<file path="src/rtl/atten_pkg.sv">
package atten_pkg;
  typedef enum logic [1:0] {
    SEQ_IDLE  = 2'd0,
    SEQ_SHIFT = 2'd1,
    SEQ_LATCH = 2'd2
  } seq_state_t;
endpackage

</file>
<file path="src/rtl/atten_rst_sync.sv">
module atten_rst_sync (
  input  logic clk,
  input  logic rst_n,
  output logic rst_n_sync
);
  logic [1:0] sync_q;

  always_ff @(posedge clk or negedge rst_n) begin
    if (!rst_n) sync_q <= 2'b00;
    else        sync_q <= {sync_q[0], 1'b1};
  end

  assign rst_n_sync = sync_q[1];
endmodule

</file>
<file path="src/rtl/atten_code_sel.sv">
module atten_code_sel #(
  parameter int CODE_W = 6,
  parameter int HDB_W  = 8
) (
  input  logic              use_hdb,
  input  logic [CODE_W-1:0] code_in,
  input  logic [HDB_W-1:0]  hdb_in,
  output logic [CODE_W-1:0] code_out
);
  localparam int MAX_CODE = (1 << CODE_W) - 1;

  always_comb begin
    if (!use_hdb)                          code_out = code_in;
    else if (hdb_in > HDB_W'(MAX_CODE))    code_out = '1;
    else                                   code_out = hdb_in[CODE_W-1:0];
  end
endmodule

</file>
<file path="src/rtl/atten_half_timer.sv">
module atten_half_timer #(
  parameter int HALF_DIV = 3
) (
  input  logic clk,
  input  logic rst_n,
  input  logic run,
  output logic tick
);
  localparam int CW = (HALF_DIV < 2) ? 1 : $clog2(HALF_DIV);

  logic [CW-1:0] cnt_q, cnt_d;

  assign tick = run && (cnt_q == CW'(HALF_DIV - 1));

  always_comb begin
    if (!run || tick) cnt_d = '0;
    else              cnt_d = cnt_q + 1'b1;
  end

  always_ff @(posedge clk or negedge rst_n) begin
    if (!rst_n) cnt_q <= '0;
    else        cnt_q <= cnt_d;
  end

  assert_cnt_bound_R4: assert property (@(posedge clk) disable iff (!rst_n)
    cnt_q < CW'(HALF_DIV));
endmodule

</file>
<file path="src/rtl/atten_serializer.sv">
module atten_serializer
  import atten_pkg::*;
#(
  parameter int CODE_W   = 6,
  parameter int CH_W     = 1,
  parameter int HALF_DIV = 3
) (
  input  logic              clk,
  input  logic              rst_n,
  input  logic              start,
  input  logic [CODE_W-1:0] code_in,
  input  logic [CH_W-1:0]   chan_in,
  output logic              busy,
  output logic              done,
  output logic              sclk,
  output logic              sdata,
  output logic              latch,
  output logic [CH_W-1:0]   chan
);
  localparam int BW = (CODE_W < 2) ? 1 : $clog2(CODE_W);
  localparam logic [BW-1:0] LAST_BIT = BW'(CODE_W - 1);

  seq_state_t        state_q, state_d;
  logic              ph_q, ph_d;
  logic [BW-1:0]     bit_q, bit_d;
  logic [CODE_W-1:0] sreg_q, sreg_d;
  logic [CH_W-1:0]   chan_q, chan_d;
  logic              done_q, done_d;
  logic              tick;

  atten_half_timer #(.HALF_DIV(HALF_DIV)) u_timer (
    .clk  (clk),
    .rst_n(rst_n),
    .run  (state_q != SEQ_IDLE),
    .tick (tick)
  );

  always_comb begin
    state_d = state_q;
    ph_d    = ph_q;
    bit_d   = bit_q;
    sreg_d  = sreg_q;
    chan_d  = chan_q;
    done_d  = 1'b0;
    case (state_q)
      SEQ_IDLE: begin
        if (start) begin
          state_d = SEQ_SHIFT;
          ph_d    = 1'b0;
          bit_d   = '0;
          sreg_d  = code_in;
          chan_d  = chan_in;
        end
      end
      SEQ_SHIFT: begin
        if (tick) begin
          if (!ph_q) begin
            ph_d = 1'b1;
          end else begin
            ph_d   = 1'b0;
            sreg_d = sreg_q << 1;
            if (bit_q == LAST_BIT) state_d = SEQ_LATCH;
            else                   bit_d   = bit_q + 1'b1;
          end
        end
      end
      SEQ_LATCH: begin
        if (tick) begin
          if (!ph_q) begin
            ph_d = 1'b1;
          end else begin
            ph_d    = 1'b0;
            state_d = SEQ_IDLE;
            done_d  = 1'b1;
          end
        end
      end
      default: state_d = SEQ_IDLE;
    endcase
  end

  always_ff @(posedge clk or negedge rst_n) begin
    if (!rst_n) begin
      state_q <= SEQ_IDLE;
      ph_q    <= 1'b0;
      bit_q   <= '0;
      sreg_q  <= '0;
      chan_q  <= '0;
      done_q  <= 1'b0;
    end else begin
      state_q <= state_d;
      ph_q    <= ph_d;
      bit_q   <= bit_d;
      sreg_q  <= sreg_d;
      chan_q  <= chan_d;
      done_q  <= done_d;
    end
  end

  assign busy  = (state_q != SEQ_IDLE);
  assign sclk  = (state_q == SEQ_SHIFT) && ph_q;
  assign latch = (state_q == SEQ_LATCH);
  assign sdata = sreg_q[CODE_W-1];
  assign chan  = chan_q;
  assign done  = done_q;

  assert_data_hold_R3: assert property (@(posedge clk) disable iff (!rst_n)
    sclk |-> $stable(sdata));
  assert_strobe_after_fall_R5: assert property (@(posedge clk) disable iff (!rst_n)
    $rose(latch) |-> $past(sclk));
  assert_done_single_R6: assert property (@(posedge clk) disable iff (!rst_n)
    done |=> !done);
  assert_done_after_strobe_R6: assert property (@(posedge clk) disable iff (!rst_n)
    done |-> (!busy && $past(latch)));
  assert_busy_from_accept_R1: assert property (@(posedge clk) disable iff (!rst_n)
    $rose(busy) |-> $past(start));
endmodule

</file>
<file path="src/rtl/atten_lane_route.sv">
module atten_lane_route #(
  parameter int N_CH   = 2,
  parameter int CH_W   = 1,
  parameter bit SHARED = 1'b0
) (
  input  logic            sclk,
  input  logic            sdata,
  input  logic            latch,
  input  logic [CH_W-1:0] chan,
  output logic [N_CH-1:0] lane_clk,
  output logic [N_CH-1:0] lane_data,
  output logic [N_CH-1:0] lane_le
);
  for (genvar l = 0; l < N_CH; l++) begin : g_lane
    logic sel;
    assign sel        = (chan == CH_W'(l));
    assign lane_le[l] = latch && sel;
    if (SHARED) begin : g_shared
      assign lane_clk[l]  = sclk;
      assign lane_data[l] = sdata;
    end else begin : g_dedicated
      assign lane_clk[l]  = sclk && sel;
      assign lane_data[l] = sdata && sel;
    end
  end
endmodule

</file>
<file path="src/rtl/atten_prog.sv">
module atten_prog #(
  parameter int CODE_W   = 6,
  parameter int HDB_W    = 8,
  parameter int N_CH     = 2,
  parameter int HALF_DIV = 3,
  parameter bit SHARED   = 1'b0,
  localparam int CH_W    = (N_CH < 2) ? 1 : $clog2(N_CH)
) (
  input  logic              clk,
  input  logic              rst_n,
  input  logic              req_valid,
  output logic              req_ready,
  input  logic [CH_W-1:0]   req_chan,
  input  logic              req_use_halfdb,
  input  logic [CODE_W-1:0] req_code,
  input  logic [HDB_W-1:0]  req_halfdb,
  output logic              busy,
  output logic              done,
  output logic [N_CH-1:0]   ser_clk,
  output logic [N_CH-1:0]   ser_data,
  output logic [N_CH-1:0]   ser_le
);
  logic              rst_n_i;
  logic [CODE_W-1:0] code_sel;
  logic              start;
  logic              sclk, sdata, latch;
  logic [CH_W-1:0]   chan;

  atten_rst_sync u_rst (
    .clk       (clk),
    .rst_n     (rst_n),
    .rst_n_sync(rst_n_i)
  );

  atten_code_sel #(.CODE_W(CODE_W), .HDB_W(HDB_W)) u_sel (
    .use_hdb (req_use_halfdb),
    .code_in (req_code),
    .hdb_in  (req_halfdb),
    .code_out(code_sel)
  );

  assign req_ready = !busy;
  assign start     = req_valid && req_ready;

  atten_serializer #(.CODE_W(CODE_W), .CH_W(CH_W), .HALF_DIV(HALF_DIV)) u_ser (
    .clk    (clk),
    .rst_n  (rst_n_i),
    .start  (start),
    .code_in(code_sel),
    .chan_in(req_chan),
    .busy   (busy),
    .done   (done),
    .sclk   (sclk),
    .sdata  (sdata),
    .latch  (latch),
    .chan   (chan)
  );

  atten_lane_route #(.N_CH(N_CH), .CH_W(CH_W), .SHARED(SHARED)) u_route (
    .sclk     (sclk),
    .sdata    (sdata),
    .latch    (latch),
    .chan     (chan),
    .lane_clk (ser_clk),
    .lane_data(ser_data),
    .lane_le  (ser_le)
  );

  assert_one_strobe_R7: assert property (@(posedge clk) disable iff (!rst_n_i)
    $onehot0(ser_le));
  assert_quiet_idle_R4: assert property (@(posedge clk) disable iff (!rst_n_i)
    !busy |-> (ser_clk == '0 && ser_le == '0));
endmodule

</file>
<file path="config.mk">
export PLATFORM = sky130hd
export DESIGN_NAME = atten_prog
export DESIGN_NICKNAME = d
export VERILOG_FILES = /design/src/rtl/atten_pkg.sv /design/src/rtl/atten_rst_sync.sv /design/src/rtl/atten_code_sel.sv /design/src/rtl/atten_half_timer.sv /design/src/rtl/atten_serializer.sv /design/src/rtl/atten_lane_route.sv /design/src/rtl/atten_prog.sv
export SDC_FILE = /design/constraint.sdc
export NUM_CORES = 1
export LEC_CHECK = 0
export BUFFER_PORTS_ARGS = -buffer_cell sky130_fd_sc_hd__buf_2
export CELL_PAD_IN_SITES_DETAIL_PLACEMENT = 0
export CELL_PAD_IN_SITES_GLOBAL_PLACEMENT = 1
export CORE_UTILIZATION = 45
export CTS_BUF_LIST = sky130_fd_sc_hd__clkbuf_8
export CTS_CLUSTER_SIZE = 30
export DETAILED_ROUTE_END_ITERATION = 8
export GPL_ROUTABILITY_DRIVEN = 1
export HOLD_SLACK_MARGIN = 0.05
export PLACE_DENSITY = 0.9
export SKIP_LAST_GASP = 1
export SYNTH_ARGS = -nofsm -noshare
export SYNTH_HDL_FRONTEND = slang
export SYNTH_HIERARCHICAL = 1
export SYNTH_SLANG_ARGS = --single-unit
</file>
<file path="constraint.sdc">
create_clock -name clk -period 1.7 [get_ports clk]
set_input_delay 0 -clock clk [delete_from_list [all_inputs] [get_ports clk]]
set_output_delay 0 -clock clk [all_outputs]
set_load 0.03 [all_outputs]
</file>
==> impl.org, run 1 <==
** Timing
- Across the routed clock network, the largest skew measured is 0.00496 ns.
- For this run, the top clock speed supported by timing is 546 MHz.
- Setup slack on the critical path of the routed design comes to -0.132 ns.
- Least-Margin Pin Slew :: 0.657 ns
- Total of endpoints with negative setup slack in the final report :: 11
- Headroom to the max-slew limit came out at 56.2%.
- Min Clock Period, post-route :: around 1.8 ns
- Fin crit share :: 108%
- Minimum hold slack :: between 0.2 and 0.25 ns
- The final number of max-transition violations was 0.
- The hold violation count in the final report came to 0.
- Unrepaired setup endpoints after global routing :: yes

** Finish
- From synthesis to final layout, the design area changed by 47.1%.
- The number of antenna diodes in the final layout is 0.
- After routing the design area is 0.00169 sq mm.
- Of the cells placed in the final design, the portion with a size suffix greater than 1 is between 50% and 60%.
- Post-layout net count :: between 150 and 200

** Setup path
- Along the worst path, the maximum fanout reaches 2.
- The critical path in this run is classified as flop to flop.
- The largest single stage delay on the critical path is 0.39 ns.
- Critical path's top delay family :: compound AO/OA/AOI/OAI gates
- Cells along the critical path :: inv_2, buf_4, ha_1, a21boi_4, a2111oi_4, buf_4, mux2i_1
- Endpoint arrival time on the critical path :: roughly 2 ns
- At the worst endpoint, the required time is between 1.5 and 2 ns.
- Among all stages on the critical path, the largest delay is contributed by sky130_fd_sc_hd__a2111oi_4.
- Setup crit start kind :: flop
- Critical path buffer and inverter count :: 3
- Type of destination of the critical path :: flop
- Cell type with the highest occurrence count on the critical path :: sky130_fd_sc_hd__buf_4

** Status
- The checks that failed: setup timing.
- The flow ran to the end, but the final reports show violations.

** Clock tree
- H-tree lvl count :: 1
- Number of sinks handled by clock tree synthesis :: 18
- TritonCTS built the clock tree.
- Root Buffer Master :: sky130_fd_sc_hd__clkbuf_8
- Clock-pin slew on the worst setup and hold paths :: 0.07 ns
- Buffer levels on the longest clock path :: 2
- Clock latency at the later pin of the worst-skew pair :: between 0.2 and 0.3 ns
- Cts bufs inserted :: 3

** Floorplanning
- Placement row count :: 17
- Horizontal die dimension :: ~52 microns
- Io pins :: 28
- In this run the standard cell core region covers ~0.0023 sq mm.
- Height of the die :: between 50 and 60 microns
- Once the floorplan was initialized, standard cells occupied approximately 50% of the core.
- The die covers ~0.0028 sq mm.

** Drt
- In the final routed layout, each cell accounts on average for between 15 and 20 microns.
- For this block, the initial DRC count from the detailed router was 14.
- For this block, the routed nets add up to between 3000 and 4000 microns of wire.
- Once detail routing completed, the nets flagged for antenna violations numbered 0.
- Using the TritonRoute via totals, the vias-per-cell ratio works out to 5.44.
- For this run, design rule violations remaining after detail routing come to 0.
- Detailed-route via count :: 1049
- The first detailed-routing pass ran for 4 iterations.

** Global route
- For this run, the total global-route usage over all layers was measured as between 20% and 30%.
- Entering global routing, the biggest net connects 17 pins.
- Number of antenna violations at the first check in global routing :: 0
- Wire length of the first global-routing pass :: 4470 microns
- Aggregate global routing overflow :: 0
- Via count of the first global-routing pass :: 1029

** Pwr
- Overall power consumption after layout is estimated at about 3.4 mW.
- The analysis attributes to cell leakage a power of about 0.8 nW.
- Sequential cells burn 21.8% of the power.
- Int Power :: ~2.0 mW
- For this design the total switching power over the nets is 1.38 mW.
- Clk network pwr share :: 10.4%
- In this run, the combinational gates consume 67.8% of the power.
- In this run switching power makes up between 40 and 50% of total power.
- VDD sags by at most 1360 uV.
- In this run the power density over the cells is approximately 2000 mW/mm^2.

** Synth
- Summing the sequential cell areas from Yosys gives slightly below 40% of the chip area.
- Area of the mapped netlist :: approximately 0.0011 sq mm
- Cells taking the most area after synthesis :: sky130_fd_sc_hd__dfrtp_1 (39%), sky130_fd_sc_hd__mux2_2 (11%), sky130_fd_sc_hd__ha_1 (7.6%)
- Synth Register Bits :: 18
- The average instance in the mapped netlist occupies 10.6 sq um.
- By count the netlist is led by sky130_fd_sc_hd__dfrtp_1 (18), sky130_fd_sc_hd__mux2_2 (11), sky130_fd_sc_hd__inv_1 (9), sky130_fd_sc_hd__ha_1 (7), sky130_fd_sc_hd__nor2_1 (7).
- In the synthesized netlist the dominant register cell turns out to be sky130_fd_sc_hd__dfrtp_1.
- Summed over all instances, the cell type with the most area after synthesis is sky130_fd_sc_hd__dfrtp_1.
- Synth top area share :: 39.3%
- Synthesis produced 108 cells.
- Proportion of synthesized flip-flops having asynchronous set or reset :: 100%
- The number of nets handed over by synthesis was around 130.
- Number of synthesis warnings :: 6
- Post-synth EDFFs :: 0
- After synthesis, the netlist uses 34 different library cells.
- Most common cell in the netlist :: sky130_fd_sc_hd__dfrtp_1

** Place
- At the end of routability-driven placement, the weighted congestion stood at about 0.84.
- HPWL after detailed placement :: 2010 microns
- After detailed placement, the total cell area comes to approximately 0.0014 sq mm.
- Before CTS, the worst setup slack after placement is -0.209 ns.
- Input/output buffers :: 27

** Hold path
- Worst min path class :: primary input to flop

** Run
- Max-Cap Viols :: 0
==> cell usage in the layout, fill, tap and decap left out, drive strengths merged, types with 3 or more instances in the layout <==
| master | n |
|---|---|
| o21ai | 3 |
| dfrtp | 18 |
| nor2b | 5 |
| ha | 7 |
| dlygate4sd3 | 3 |
| a21oi | 6 |
| buf | 52 |
| mux2 | 12 |
| nand2 | 3 |
| nor2 | 7 |
| and2 | 5 |
| inv | 9 |
| clkbuf | 4 |
| nor3 | 7 |
==> logic make-up (layout without fill, tap and decap cells) <==
group	Yosys count	after routing	synth area share [%]
AND/OR/NAND/NOR	38	38	20.5
AO/OA/AOI/OAI	19	19	13.9
flip-flops	18	18	39.3
multiplexers	14	14	13.5
buffers and inverters	11	68	4.91
adder cells (fa/ha/maj)	7	7	7.63
other	1	1	0.327
==> routing by layer <==
metal	vias to the layer above	global-route usage (%)	share of wire, %
met3	7	2.90	4.4
met4	0	9.21	1.8
li1	495	-	-
met5	-	0	0
met1	511	24.6	39
met2	36	44.5	55
==> sequential cells by signal, summed over array words and instances (netlist names) <==
register             flops
u_ser/sreg_q             6
u_ser/bit_q              3
u_rst/sync_q             2
u_ser/state_q            2
u_ser/u_timer/cnt_q      2
u_ser/chan               1
u_ser/done               1
u_ser/ph_q               1
==> power by group through the flow <==
stage / logic, mW / clock network, mW / registers (mW)
floorplan: 1.22 / 0 / 0.706
finish: 2.32 / 0.357 / 0.745
detailed placement: 1.76 / 0 / 0.742
global placement: 1.67 / 0 / 0.725
global route: 2.44 / 0.382 / 0.766
CTS: 2.06 / 0.367 / 0.737
==> cell type report <==
cell class / instances / area [sq um]
Inverter: 9 / 38.8
Timing Repair Buffer: 55 / 364
Fill cell: 157 / 609
Sequential cell: 18 / 450
Tap cell: 28 / 35.0
Clock buffer: 4 / 55.1
Multi-Input combinational cell: 79 / 744
==> per-stage QoR <==
step	utilization, %	cells	TNS (ns)
2_1_floorplan	-	108	-1.38
3_3_place_gp	62.5	176	-0.738
3_5_place_dp	62.5	176	-1.62
4_1_cts	70.1	188	-0.442
5_1_grt	73.5	193	-1.32
6_report	73.5	193	-0.839
==> worst paths after layout <==
path                       slack (ns)                      to        startpoint  cells past startpoint
hold / removal                   0.20         u_ser/sreg_q[0]       req_code[0]                      5
setup / recovery                -0.13        u_ser/state_q[0]  u_ser/state_q[0]                      7
setup reg to reg                -0.13        u_ser/state_q[0]  u_ser/state_q[0]                      7
hold reg to reg                  0.27  u_ser/u_timer/cnt_q[1]   u_rst/sync_q[1]                      0
min in group asynchronous        0.27  u_ser/u_timer/cnt_q[1]   u_rst/sync_q[1]                      0
max in group asynchronous        0.94         u_rst/sync_q[0]             rst_n                      3
==> repair_timing <==
item	in CTS	in global routing
pin swaps	4	2
hold buffers	3	0
hold endpoints to repair	3	0
resized for setup	11	8
buffers inserted	5	5
endpoints found under the setup margin	11	11
==> worst register-to-register path, cell delays in order, from the launching register on <==
cell	delay (ns)
sky130_fd_sc_hd__dfrtp_1	0.37
sky130_fd_sc_hd__inv_2	0.06
sky130_fd_sc_hd__buf_4	0.14
sky130_fd_sc_hd__ha_1	0.23
sky130_fd_sc_hd__a21boi_4	0.16
sky130_fd_sc_hd__a2111oi_4	0.40
sky130_fd_sc_hd__buf_4	0.18
sky130_fd_sc_hd__mux2i_1	0.21
Power figures use the tool's default switching activity.
==> inputs of run 2 (changes only) <==
- CTS_BUF_LIST: sky130_fd_sc_hd__clkbuf_8 -> sky130_fd_sc_hd__clkbuf_2 sky130_fd_sc_hd__clkbuf_4 sky130_fd_sc_hd__clkbuf_8
==> run 2 against run 1 <==
Against the previous run: the flow still finishes with violations (setup timing); first-iteration DRC count is 21% higher; die area stayed put; wire length is 6.0% lower; via count hardly changed; worst setup slack better by 0.022 ns; non-clock buffer count stayed put; clock skew is 0.0031 ns lower; global-route usage is 0.38 points higher.
==> impl.org, run 2 (same netlist as run 1, synthesis figures left out) <==
** Place
- The final HPWL from detailed placement was 2010 microns (unchanged).
- Gpl congestion :: 0.838 (unchanged)
- Worst slack, placed :: -0.209 ns (unchanged)
- Placed inst area :: 0.00144 sq mm (unchanged)
- The number of port buffers came to 27 (unchanged).
- Placed cells :: 176 (unchanged)

** Timing
- Fmax :: 552 MHz (+1.2%)
- Unrepaired setup endpoints after global routing :: yes
- Least-Margin Pin Slew :: 0.637 ns (-0.0205 ns)
- Min Clock Period, post-route :: 1.81 ns (-0.0222 ns)
- The hold violation count in the final report is 0 (unchanged).
- The clock skew after layout came to 0.00189 ns (-0.00306 ns).
- Total of endpoints with negative setup slack in the final report :: 10 (-1)
- Fin crit share :: 106% (-1.3 points)
- The setup slack after layout came to -0.110 ns (+0.0222 ns).
- The final number of max-transition violations came to 0 (unchanged).
- Slew margin rel. :: 57.5% (+1.4 points)

** Clock tree
- H-tree lvl count :: 1 (unchanged)
- In this run the clock root is driven by a sky130_fd_sc_hd__clkbuf_4.
- CTS tree :: yes
- The total clock buffers created by CTS is 3 (unchanged).
- Clock latency at the later pin of the worst-skew pair :: 0.30 ns (+0.04 ns)
- Number of sinks handled by clock tree synthesis :: 18 (unchanged)
- The worst-case clock buffer depth is 2 (unchanged).
- Clock-pin slew on the worst setup and hold paths :: 0.10 ns (+0.03 ns)

** Setup path
- Worst reg-to-reg setup slack :: -0.11 ns (+0.02 ns)
- Critical path start-end classification :: flop to flop
- Traced cell by cell, the critical path runs through inv_2, ha_4, clkinv_4, nor2b_4, and2b_4, nor3_4, buf_6, mux2_4.
- Endpoint arrival time on the critical path :: 2.00 ns (about the same)
- The largest individual stage delay along the critical path comes from the cell sky130_fd_sc_hd__dfrtp_1.
- Largest driver fanout on the critical path :: 5 (+3)
- Type of destination of the critical path :: flop
- Setup crit start kind :: flop
- R2R cell count :: 8 (+1)
- In this run the critical register-to-register path is launched from u_ser/state_q[1].
- Endpoint of the worst-slack reg-to-reg timing path :: u_ser/sreg_q[4]
- Slowest Stage Delay on Critical Path :: 0.42 ns (+0.03 ns)
- Data required time of the worst path :: 1.89 ns (about the same)

** Run
- The max-cap violation count is 0 (unchanged).

** Floorplanning
- The number of placement rows is 17 (unchanged).
- Horizontal die dimension :: 52.5 microns (unchanged)
- The core region area is 0.00230 sq mm (unchanged).
- Height of the die :: 52.5 microns (unchanged)
- The number of ports placed on the die boundary is 28 (unchanged).
- The starting density of the core was 49.9% (unchanged).
- The overall die area was 0.00276 sq mm (unchanged).

** Pwr
- Overall power after layout :: 3.28 mW (-4.2%)
- Peak supply drop :: 1330 uV (-2.4%)
- Leakage dissipation :: 0.798 nW (-1.5%)
- Power Dens Cells :: 1990 mW/mm^2 (-2.2%)

** Global route
- Via count of the first global-routing pass :: 1018 (-1.1%)
- Pin count of the biggest net entering global routing :: 17 (unchanged)
- Aggregate global routing overflow :: 0 (unchanged)
- The initial antenna violation count is 0 (unchanged).
- The global-route wire length before repair came to 4490 microns (+0.45%).
- Gr usage total :: 23.4% (+0.38 points)

** Finish
- Number of cells in the finished layout apart from fillers :: 193 (unchanged)
- Post-layout net count :: 192 (unchanged)
- The number of antenna diodes came to 0 (unchanged).
- Leaving out fill and tap cells, the most frequent cell in the layout is sky130_fd_sc_hd__buf_2.
- The share of final-layout standard cells stronger than drive strength 1 was 55.2% (unchanged).
- Post-route cell area :: 0.00165 sq mm (-2.0%)
- Leading cell types in the layout, fill and taps excluded :: sky130_fd_sc_hd__buf_2 (27), sky130_fd_sc_hd__buf_4 (22), sky130_fd_sc_hd__dfrtp_1 (18)
- More flip-flops sit in one register than any other, and that register is u_ser/sreg_q.
- The number of flip-flops in the largest register came to 6 (unchanged).
- Compared with the post-synthesis result, the final layout area differs by 44.2%.
- Biggest registers after layout :: u_ser/sreg_q (6), u_ser/bit_q (3)

** Status
- Result of the run :: complete, but fails checks
- Violations in the final reports :: setup timing

** Drt
- Iteration-0 DRC Markers :: 17 (+3)
- The routed wire length is 3050 microns (-6.0%).
- DR DRC count :: 0 (unchanged)
- Via-to-Cell Ratio :: 5.44 (about the same)
- The remaining number of nets flagged by the antenna check after routing came to 0 (unchanged).
- Wire per inst :: 15.8 microns (-6.0%)
- The number of iterations in the first detailed-routing pass came to 4 (unchanged).
- Detailed-route via count :: 1050 (+0.095%)

** Hold path
- Worst min path class :: primary input to flop
- Number of cells on the worst hold path :: 5 (unchanged)
- Beginning of the worst hold path :: req_code[0]
- For hold timing, the worst endpoint is u_ser/sreg_q[0].
==> run 2: changes by cell type in the layout (fill, tap and decap cells not counted), sizes merged <==
cell    before  now
clkinv       0    1
inv          9    8
==> run 2: worst max-delay path by stage <==
stage / from / endpoint / slack [ns]
after floorplan: u_ser/state_q[0] / u_ser/sreg_q[1] / -0.23
after global placement: u_ser/state_q[1] / u_ser/sreg_q[5] / -0.11
after detailed placement: u_ser/state_q[0] / u_ser/sreg_q[4] / -0.21
after CTS: u_ser/state_q[1] / u_ser/state_q[0] / -0.09
after global routing: u_ser/state_q[1] / u_ser/state_q[0] / -0.20
final: u_ser/state_q[1] / u_ser/sreg_q[4] / -0.11
==> run 2: worst max-delay path, delay by kind of cell (launching register included) <==
kind | cells | cell delay [ns]
AND/OR/NAND/NOR | 3 | 0.49
flip-flops | 1 | 0.42
multiplexers | 1 | 0.31
adder cells (fa/ha/maj) | 1 | 0.16
buffers and inverters | 3 | 0.32
==> run 2: routing by layer <==
| metal | GRT usage (%) | up-vias | routed length (microns) |
|---|---|---|---|
| met5 | 0 | - | 0 |
| met4 | 10.5 | 0 | 105 |
| met3 | 3.19 | 11 | 141 |
| met2 | 45.4 | 42 | 1610 |
| met1 | 24.3 | 502 | 1200 |
| li1 | - | 495 | - |
==> run 2: stage by stage <==
step,hold WS (ns),TNS (ns),util (%)
detailed placement,-0.214,-1.62,62.5
CTS,0.140,-0.598,69.1
floorplan,-0.296,-1.38,-
global route,0.197,-1.50,72.0
finish,0.142,-0.806,72.0
global placement,-0.215,-0.738,62.5
==> run 2: what timing repair did <==
| item | 4_1_cts | 5_1_grt |
|---|---|---|
| hold buffers | 3 | 0 |
| pin swaps | 5 | 2 |
| setup endpoints to repair | 11 | 11 |
| buffers inserted | 5 | 5 |
| gates resized for setup | 11 | 9 |
| hold endpoints to repair | 3 | 0 |
==> run 2: cell type report <==
cell class	count	area (sq um)
sequential	18	450
tap	28	35.0
timing repair buffer	55	364
clock buffer	4	36.3
fill	162	643
inverter	9	38.8
multi-input combinational	79	729
==> run 2: where the power goes <==
| group | leakage, nW | total (mW) | internal, mW | switching (mW) |
|---|---|---|---|---|
| Clock | 0.0210 | 0.266 | 0.131 | 0.135 |
| Combinational | 0.556 | 2.28 | 1.22 | 1.05 |
| Sequential | 0.221 | 0.741 | 0.599 | 0.143 |
| Total | 0.798 | 3.28 | 1.95 | 1.33 |
==> inputs of run 3 (changes only) <==
- clock period: 1.7 -> 2.3 ns (I/O delays scaled with it)
==> run 3 against run 2 <==
Against the previous run: the flow now finishes without violations; total power decreased by 47%; worst setup slack improved by 0.25 ns; clock-buffer cell count decreased by 1; die area unchanged; first-iteration DRC count decreased by 71%; critical path depth decreased by 1; combinational power decreased by 54%; sequential share of layout area increased by 5.6 points; clock skew increased by 0.013 ns; wire length decreased by 32%; cell area decreased by 17%; largest power group unchanged; highest routed layer unchanged.
==> impl.org, run 3 (same netlist as run 1, synthesis figures left out) <==
** Floorplanning
- The starting density of the core is 49.9% (unchanged).
- The core region area is 0.00230 sq mm (unchanged).
- Die footprint :: 0.00276 sq mm (unchanged)
- The number of ports placed on the die boundary came to 28 (unchanged).
- Horizontal die dimension :: 52.5 microns (unchanged)
- The overall die height was 52.5 microns (unchanged).
- The number of placement rows came to 17 (unchanged).

** Drt
- Iteration-0 DRC Markers :: 5 (-12)
- DRT Pass-1 Iters :: 4 (unchanged)
- The routed length on met3 is 74 microns (-48%).
- DR DRC count :: 0 (unchanged)
- Wire per inst :: 12.1 microns (-23%)
- Highest layer used for signal routing :: met4
- The routed wire length was 2060 microns (-32%).
- The via count came to 880 (-16%).
- DRT antenna net count :: 0 (unchanged)
- Via-to-Cell Ratio :: 5.18 (-4.9%)
- The wire length on met1 was 975 microns (-19%).
- The met2 layer wire length in the routed design was 1000 microns (-37%).

** Clock tree
- Number of sinks handled by clock tree synthesis :: 18 (unchanged)
- Root Buffer Master :: sky130_fd_sc_hd__clkbuf_4
- H-tree lvl count :: 1 (unchanged)
- Post-cts resize count :: 0 (-11)
- Clock latency at the later pin of the worst-skew pair :: 0.29 ns (about the same)
- The clock-pin transition on the worst setup and hold timing paths was 0.10 ns (about the same).
- The worst-case clock buffer depth was 2 (unchanged).
- The total clock buffers created by CTS was 3 (unchanged).
- Setup repair bufs after CTS :: 0 (-5)
- TritonCTS built the clock tree.

** Place
- The placed instance count was 164 (-6.8%).
- The final HPWL from detailed placement is 1630 microns (-19%).
- The post-place setup slack came to 0.152 ns (+0.361 ns).
- Gpl congestion :: 0.850 (+1.3%)
- Input/output buffers :: 27 (unchanged)

** Pwr
- Sequential fraction of design power :: 30.9% (+8.3 points)
- Proportion of total power due to net switching :: 42.5% (+2.0 points)
- Int Power :: 997 uW (-49%)
- The part of the total power dissipated in combinational logic is 60.5% (-8.8 points).
- The total net switching power is 738 uW (-45%).
- The fraction of power consumed by the clock network came to 8.6% (+0.5 points).
- Leakage dissipation :: 0.647 nW (-19%)
- Overall power after layout :: 1.74 mW (-47%)
- Peak supply drop :: 609 uV (-54%)
- The power density normalized to cell area is 1270 mW/mm^2 (-36%).

** Finish
- Flip-flop count of the largest register, all copies and words added :: 6 (unchanged)
- The largest registers in the layout are u_ser/sreg_q (6), u_ser/bit_q (3).
- Register with the highest flop count :: u_ser/sreg_q
- The library cells used most frequently in the layout, excluding fill and tap cells, are sky130_fd_sc_hd__buf_2 (27), sky130_fd_sc_hd__dfrtp_1 (18), sky130_fd_sc_hd__mux2_2 (11).
- Share of post-route cells with drive strength above 1 :: 38.7% (-16 points)
- Most frequent standard cell in the layout excluding fill and tap cells :: sky130_fd_sc_hd__buf_2
- Number of antenna diodes :: 0 (unchanged)
- Layout overhead on the synthesized area :: 19.4%
- Post-layout net count :: 170 (-11%)
- The final cell count without fillers was 170 (-12%).

** Setup path
- The worst setup path is captured at a flop.
- The worst setup slack for register-to-register paths is 0.14 ns (+0.25 ns).
- Walking the worst path, the cells encountered are inv_1, ha_1, inv_1, and2_1, a21boi_2, a2111oi_4, mux2_1.
- Cell type with the highest occurrence count on the critical path :: sky130_fd_sc_hd__inv_1
- The critical path is of the flop to flop type.
- The slowest stage of the critical path belongs to the cell sky130_fd_sc_hd__a2111oi_4.
- Setup crit start kind :: flop
- Slowest Stage Delay on Critical Path :: 0.40 ns (-0.02 ns)
- The arrival time at the worst endpoint is 2.34 ns (+0.34 ns).
- Data required time of the worst path :: 2.48 ns (+0.59 ns)
- The number of buffer and inverter stages on the critical path came to 2 (-1).
- Critical path's top delay family :: compound AO/OA/AOI/OAI gates
- The largest fanout on the critical path came to 7 (+2).

** Global route
- The initial antenna violation count came to 0 (unchanged).
- Wire length of the first global-routing pass :: 3680 microns (-18%)
- The pin count of the biggest net entering global routing is 17 (unchanged).
- The global route total overflow is 0 (unchanged).
- The via count of the first global-routing pass was 890 (-13%).
- The aggregate global-route resource usage was 18.7% (-4.7 points).

** Run
- The max-cap violation count was 0 (unchanged).

** Timing
- The clock skew after layout was 0.0152 ns (+0.0133 ns).
- The hold violation count in the final report is 0 (unchanged).
- Fmax :: 463 MHz (-16%)
- The total negative slack for setup checks was 0 ns (+0.806 ns).
- The setup slack after layout came to 0.139 ns (+0.249 ns).
- Least-Margin Pin Slew :: 0.646 ns (+0.00916 ns)
- The shortest period the worst path allows was 2.16 ns (+0.351 ns).
- The period utilization came to 94.0% (-13 points).
- The remaining max-slew budget at the tightest pin came to 56.9% (-0.61 points).
- The final number of max-transition violations is 0 (unchanged).
- The final setup violation count is 0 (-10).
- Unrepaired setup endpoints after global routing :: no

** Status
- The flow ran to the end, and the final reports show no timing, DRC or antenna violations.

** Hold path
- The tightest min-delay check is of the primary input to flop type.
run 3: cell types whose count changed in the layout (fill, tap and decap cells not counted), sizes merged:
cell,before,now
buf,52,30
clkbuf,4,3
clkinv,1,0
inv,8,9
run 3: cell type report:
type                       count  area [sq um]
tap                           28          35.0
timing repair buffer          33           188
sequential                    18           450
clock buffer                   3          22.5
fill                         208           927
inverter                       9          33.8
multi-input combinational     79           641
run 3: worst reg2reg max path: cells and delay by family, from the launching register on:
| family | cells | cell delay (ns) |
|---|---|---|
| AO/OA/AOI/OAI | 2 | 0.52 |
| buffers and inverters | 2 | 0.23 |
| flip-flops | 1 | 0.39 |
| adder cells (fa/ha/maj) | 1 | 0.22 |
| AND/OR/NAND/NOR | 1 | 0.32 |
| multiplexers | 1 | 0.37 |
run 3: power by group through the flow:
| stage | Combinational (mW) | Sequential [mW] | Clock (mW) |
|---|---|---|---|
| after global routing | 1.15 | 0.557 | 0.180 |
| after detailed placement | 1.04 | 0.544 | 0 |
| after floorplan | 0.840 | 0.519 | 0 |
| final | 1.05 | 0.536 | 0.150 |
| after CTS | 1.05 | 0.538 | 0.163 |
| after global placement | 1.02 | 0.535 | 0 |
run 3: routing by layer:
layer / up-vias / GRT usage [%]
li1: 447 / -
met1: 414 / 22.7
met2: 17 / 31.0
met3: 2 / 6.09
met4: 0 / 5.70
met5: - / 0
run 3: worst paths after layout:
| path | from | end | cells past startpoint |
|---|---|---|---|
| hold reg to reg | u_rst/sync_q[1] | u_ser/sreg_q[3] | 0 |
| hold / removal | req_code[0] | u_ser/sreg_q[0] | 5 |
| setup reg to reg | u_ser/state_q[0] | u_ser/state_q[1] | 7 |
| min in group asynchronous | u_rst/sync_q[1] | u_ser/sreg_q[3] | 0 |
| max in group asynchronous | rst_n | u_rst/sync_q[1] | 3 |
| setup / recovery | u_ser/state_q[0] | u_ser/state_q[1] | 7 |
run 3: repair_timing:
item | CTS | global route
setup endpoints to repair | 0 | 5
hold buffers | 3 | 0
endpoints found under the hold margin | 3 | 0
run 3: metrics by stage:
stage | instance area [sq um] | hold WS, ns | utilization [%]
floorplan | 1150 | -0.296 | -
CTS | 1370 | 0.111 | 59.6
finish | 1370 | 0.118 | 59.6
global route | 1370 | 0.179 | 59.6
detailed placement | 1320 | -0.214 | 57.4
global placement | 1320 | -0.216 | 57.4
